$ cat src/rtl/rx_ready_pkg.sv
package rx_ready_pkg;
  localparam int OBJ_CNT = 16;
  localparam int REG_W   = 8;
  localparam int BANKS   = OBJ_CNT / REG_W;
  localparam int IDX_W   = $clog2(OBJ_CNT);

  // Strobes from the decode control to the register datapath
  typedef struct packed {
    logic [BANKS-1:0]   flagWr;
    logic [BANKS-1:0]   maskWr;
    logic [BANKS-1:0]   flagRd;
    logic [BANKS-1:0]   maskRd;
    logic [OBJ_CNT-1:0] setHit;
  } strobe_t;
endpackage

$ cat src/rtl/rx_ready_ctrl.sv
module rx_ready_ctrl
  import rx_ready_pkg::*;
#(
  parameter int ADDR_W    = 8,
  parameter int FLAG_BASE = 4,
  parameter int MASK_BASE = 6
) (
  input  logic [ADDR_W-1:0] regAddr,
  input  logic              regWrEn,
  input  logic              storeValid,
  input  logic [IDX_W-1:0]  storeIdx,
  output strobe_t           strobes
);
  always_comb begin
    strobes = '0;
    for (int b = 0; b < BANKS; b++) begin
      if (regAddr == ADDR_W'(FLAG_BASE + b)) begin
        strobes.flagRd[b] = 1'b1;
        strobes.flagWr[b] = regWrEn;
      end
      if (regAddr == ADDR_W'(MASK_BASE + b)) begin
        strobes.maskRd[b] = 1'b1;
        strobes.maskWr[b] = regWrEn;
      end
    end
    if (storeValid) strobes.setHit[storeIdx] = 1'b1;
  end
endmodule

$ cat src/rtl/rx_ready_dp.sv
module rx_ready_dp
  import rx_ready_pkg::*;
(
  input  logic             clk,
  input  logic             rstN,
  input  strobe_t          strobes,
  input  logic [REG_W-1:0] wrData,
  input  logic             rxGate,
  output logic [REG_W-1:0] rdData,
  output logic             rxIrq
);
  logic [OBJ_CNT-1:0] flagQ;
  logic [OBJ_CNT-1:0] maskQ;
  logic               irqQ;

  for (genvar b = 0; b < BANKS; b++) begin : g_bank
    logic [REG_W-1:0] flagCur;
    logic [REG_W-1:0] flagNext;
    assign flagCur  = flagQ[b*REG_W +: REG_W];
    // Hardware set is OR-ed last so it wins over a clearing write
    assign flagNext = (strobes.flagWr[b] ? (flagCur & wrData) : flagCur)
                    | strobes.setHit[b*REG_W +: REG_W];

    always_ff @(posedge clk) begin
      if (!rstN) begin
        flagQ[b*REG_W +: REG_W] <= '0;
        maskQ[b*REG_W +: REG_W] <= '0;
      end else begin
        flagQ[b*REG_W +: REG_W] <= flagNext;
        if (strobes.maskWr[b]) maskQ[b*REG_W +: REG_W] <= wrData;
      end
    end

    for (genvar j = 0; j < REG_W; j++) begin : g_bit
      localparam int N = b*REG_W + j;
      a_r5_set_wins: assert property (@(posedge clk) disable iff (!rstN)
        strobes.setHit[N] |=> flagQ[N]);
      a_r4_no_self_clear: assert property (@(posedge clk) disable iff (!rstN)
        flagQ[N] && !strobes.flagWr[b] |=> flagQ[N]);
      a_r2_only_store_sets: assert property (@(posedge clk) disable iff (!rstN)
        !flagQ[N] && !strobes.setHit[N] |=> !flagQ[N]);
      a_r3_zero_clears: assert property (@(posedge clk) disable iff (!rstN)
        strobes.flagWr[b] && !wrData[j] && !strobes.setHit[N] |=> !flagQ[N]);
    end
  end

  always_comb begin
    rdData = '0;
    for (int b = 0; b < BANKS; b++) begin
      if (strobes.flagRd[b]) rdData = rdData | flagQ[b*REG_W +: REG_W];
      if (strobes.maskRd[b]) rdData = rdData | maskQ[b*REG_W +: REG_W];
    end
  end

  always_ff @(posedge clk) begin
    if (!rstN) irqQ <= 1'b0;
    else       irqQ <= rxGate & (|(flagQ & maskQ));
  end
  assign rxIrq = irqQ;

  a_r8_gate_blocks: assert property (@(posedge clk) disable iff (!rstN)
    !rxGate |=> !rxIrq);
  a_r7_irq_needs_pair: assert property (@(posedge clk) disable iff (!rstN)
    (flagQ & maskQ) == '0 |=> !rxIrq);
  a_r2_single_store: assert property (@(posedge clk) disable iff (!rstN)
    $onehot0(strobes.setHit));
  a_r9_one_target: assert property (@(posedge clk) disable iff (!rstN)
    $onehot0({strobes.flagRd, strobes.maskRd}));
endmodule

$ cat src/rtl/rx_ready_block.sv
module rx_ready_block
  import rx_ready_pkg::*;
#(
  parameter int ADDR_W    = 8,
  parameter int FLAG_BASE = 4,
  parameter int MASK_BASE = 6
) (
  input  logic              clk,
  input  logic              rstN,
  input  logic [ADDR_W-1:0] regAddr,
  input  logic              regWrEn,
  input  logic [REG_W-1:0]  regWrData,
  output logic [REG_W-1:0]  regRdData,
  input  logic              storeValid,
  input  logic [IDX_W-1:0]  storeIdx,
  input  logic              rxGate,
  output logic              rxIrq
);
  strobe_t strobes;

  rx_ready_ctrl #(
    .ADDR_W(ADDR_W), .FLAG_BASE(FLAG_BASE), .MASK_BASE(MASK_BASE)
  ) u_ctrl (
    .regAddr(regAddr), .regWrEn(regWrEn),
    .storeValid(storeValid), .storeIdx(storeIdx),
    .strobes(strobes)
  );

  rx_ready_dp u_dp (
    .clk(clk), .rstN(rstN), .strobes(strobes), .wrData(regWrData),
    .rxGate(rxGate), .rdData(regRdData), .rxIrq(rxIrq)
  );
endmodule

$ cat config.mk
export PLATFORM = sky130hd
export DESIGN_NAME = rx_ready_block
export DESIGN_NICKNAME = d
export VERILOG_FILES = /design/src/rtl/rx_ready_pkg.sv /design/src/rtl/rx_ready_ctrl.sv /design/src/rtl/rx_ready_dp.sv /design/src/rtl/rx_ready_block.sv
export SDC_FILE = /design/constraint.sdc
export NUM_CORES = 1
export LEC_CHECK = 0
export ABC_AREA = 1
export BUFFER_PORTS_ARGS = -buffer_cell sky130_fd_sc_hd__clkbuf_2
export CORE_ASPECT_RATIO = 0.5
export CORE_MARGIN = 1
export CORE_UTILIZATION = 30
export DETAILED_ROUTE_END_ITERATION = 6
export SLEW_MARGIN = 20
export SYNTH_ARGS = -nofsm -noshare
export SYNTH_HDL_FRONTEND = slang
export SYNTH_SLANG_ARGS = --single-unit
$ cat constraint.sdc
create_clock -name clk -period 0.95 [get_ports clk]
set_input_delay 0.0475 -clock clk [delete_from_list [all_inputs] [get_ports clk]]
set_output_delay 0.0475 -clock clk [all_outputs]
set_load 0.01 [all_outputs]
==> impl_metrics.env <==
export IMPL_grt_max_degree=33
export IMPL_worst_setup_path_start_kind="register"
export IMPL_dieArea_sq_mm=0.00621
export IMPL_hold_class="input pin to register"
export IMPL_crit_fanout=2
export IMPL_cts_sinks=33
export IMPL_ys_seq_area_share_pct=37.4
export IMPL_first_pass_iters=4
export IMPL_crit_chain="buf_6 -> nand2_2 -> nand4_1 -> buf_2"
export IMPL_grt_pass1_wl_um=8740
export IMPL_nFillCells=558
export IMPL_syn_nets=290
export IMPL_rsz0062_at_grt="true"
export IMPL_min_period_over_period_pct=108
export IMPL_violations="setup timing"
export IMPL_cp_data_required_time_ps=900
export IMPL_cts_max_level=2
export IMPL_fin_ws_ps=-77.2
export IMPL_synth_area_sq_mm=0.00176
export IMPL_port_buffers=33
export IMPL_fmax_ghz=0.974
export IMPL_drc=0
export IMPL_slew_violations=0
export IMPL_multi_input_area_sq_mm=0.00103
export IMPL_die_w_um=110
export IMPL_antenna_found_initial=0
export IMPL_viasPerCell=5.01
export IMPL_clock_skew_ps=1.73
export IMPL_crit_buf_inv=2
export IMPL_dp_worst_setup_slack_ps=-131
export IMPL_power_leakage_nw=0.987
export IMPL_boundaryPins=34
export IMPL_crit_path_end_kind="output pin"
export IMPL_cts_reportedPaths_clkPinSlew_ps=50
export IMPL_cts_buffers=5
export IMPL_die_h_um=56.2
export IMPL_worstMarginPinSlew_ps=281
export IMPL_ff_latch_area_sq_um=667
export IMPL_ant_nets=0
export IMPL_core_sq_mm=0.00556
export IMPL_cpPeakStageDelay_ps=330
export IMPL_track_usage_pct=18.1
export IMPL_fin_crit_ps=1030
export IMPL_crit_type="register to output pin"
export IMPL_avgRoutedWirePerCell_um=13.8
export IMPL_overflow=0
export IMPL_routed_wl_um=5430
export IMPL_crit_arrival_ps=980
export IMPL_syn_area_per_cell_sq_um=6.66
export IMPL_p_per_area_mw_per_mm2=1310
export IMPL_hold_violations=0
export IMPL_finalSetupTns_ps=-513
export IMPL_synth_seq_cells=33
export IMPL_yosys_warnings=0
export IMPL_n_antenna_cell=0
export IMPL_layout_nets=345
export IMPL_hpwlAfterDp_um=3750
export IMPL_clk_latency_ps=280
export IMPL_peakVddDrop_uv=652
export IMPL_area_growth_pct=42.1
export IMPL_synth_top_cell_by_area="dfxtp_1"
export IMPL_drt_iter0_drc=109
export IMPL_grt_pass1_vias=1767
export IMPL_setup_viol=8
export IMPL_drv_cap=0
export IMPL_cts_buffer_depth=2
export IMPL_vias=1972
export IMPL_placementRows=19
export IMPL_status="finished, violations left"
export IMPL_cts_tree="yes"
export IMPL_maxSlewHeadroom_pct=81.2
export IMPL_yosysUniqueCellTypes=18
export IMPL_synthTopCellsByArea="dfxtp_1 (37%), nand2_1 (18%), nand3_1 (11%), a21oi_1 (9.4%), nand4_1 (7.8%)"
export IMPL_root_buffer="clkbuf_16"
export IMPL_globalplace_congestion=0.821
export IMPL_critPathTopFamily="flip-flops"
export IMPL_drive_gt1_share_pct=31.8
export IMPL_start_util_pct=31.7
export IMPL_synth_top_area_share_pct=37.4
export IMPL_syn_inst=265
export IMPL_slowest_stage="dfxtp_2"
power breakdown:
group	switching (mW)	internal [mW]	total [mW]
registers	0.0157	1.40	1.42
clock network	0.590	0.959	1.55
logic	0.190	0.137	0.328
total	0.796	2.50	3.29
path summary, 6_finish.rpt:
path	startpoint	endpoint	slack, ps	cells past startpoint
hold reg to reg	u_dp.maskQ[15]	u_dp.maskQ[15]	480	2
hold / removal	rxGate	u_dp.rxIrq	10	3
setup / recovery	u_dp.g_bank[1].flagCur[3]	regRdData[3]	-80	4
setup reg to reg	u_dp.g_bank[1].flagCur[3]	u_dp.rxIrq	20	5
state kept, by name, indices dropped and copies added (netlist names):
| name | count |
|---|---|
| u_dp.g_bank.flagCur | 16 |
| u_dp.maskQ | 16 |
| u_dp.rxIrq | 1 |
tightest hold or removal path, delay by kind of cell:
kind | cells | cell delay [ps]
AO/OA/AOI/OAI | 1 | 40
AND/OR/NAND/NOR | 1 | 80
buffers and inverters | 1 | 80
logic make-up (layout without fill, tap and decap cells):
kind of cell | count (synthesis) | count (layout) | synth area share (%)
AO/OA/AOI/OAI | 33 | 33 | 9.36
AND/OR/NAND/NOR | 169 | 169 | 45.3
flip-flops | 33 | 33 | 37.4
buffers and inverters | 30 | 86 | 7.87
cells in the mapped netlist:
cell type,instances
a21oi_1,33
and3_1,1
buf_1,1
buf_2,3
buf_4,2
buf_6,2
clkbuf_1,5
dfxtp_1,33
inv_1,16
inv_2,1
nand2_1,85
nand2_2,1
nand3_1,40
nand3_2,2
nand4_1,22
nor2_1,13
nor2_4,4
nor3_4,1
layout make-up:
class	count	share of cell area, %
clock buffer	5	4.99
clock inverter	3	0.699
inverter	17	2.95
multi-input combinational	202	41.0
sequential	33	26.6
tap	73	3.64
timing repair buffer	61	20.1
through the flow:
step	hold WS (ps)	utilization (%)	total power, mW	area (sq um)	instances
after detailed placement	292	38.3	1.72	2130	374
after CTS	0.974	43.0	3.29	2390	389
after floorplan	164	-	1.57	1760	265
final	10.2	45.1	3.29	2510	394
after global routing	33.8	45.1	3.39	2510	394
after global placement	292	38.3	1.71	2130	374
cell usage in the layout, fill, tap and decap left out:
cell type and instances:
inv_4 1, and3_1 1, nand2_2 12, nand3_2 3
a21oi_1 32, inv_8 1, nor2_4 6, clkbuf_2 23
nor2_2 2, nand2_4 1, buf_6 9, dfxtp_2 5
nand2_1 73, buf_8 2, clkinv_2 2, a21oi_2 1
clkbuf_8 1, buf_12 5, clkinvlp_4 1, dfxtp_1 28
buf_4 15, nor3_4 1, clkbuf_16 5, nor2_1 9
inv_1 15, nand4_1 22, nand3_1 39, buf_2 6
what timing repair did:
| action | CTS | global route |
|---|---|---|
| gates cloned | 0 | 0 |
| setup buffers | 8 | 5 |
| resized for setup | 22 | 31 |
| setup endpoints to repair | 8 | 9 |
| hold buffers | 0 | 0 |
| pin swaps | 7 | 11 |
metal layers:
| metal | track usage, % | part of all wire [%] | wire, um |
|---|---|---|---|
| met1 | 26.3 | 47 | 2540 |
| met2 | 26.1 | 43 | 2340 |
| met3 | 3.59 | 8.2 | 446 |
| met4 | 7.43 | 1.8 | 100 |
| met5 | 0 | 0 | 0 |
(Power assumes the default switching activity.)
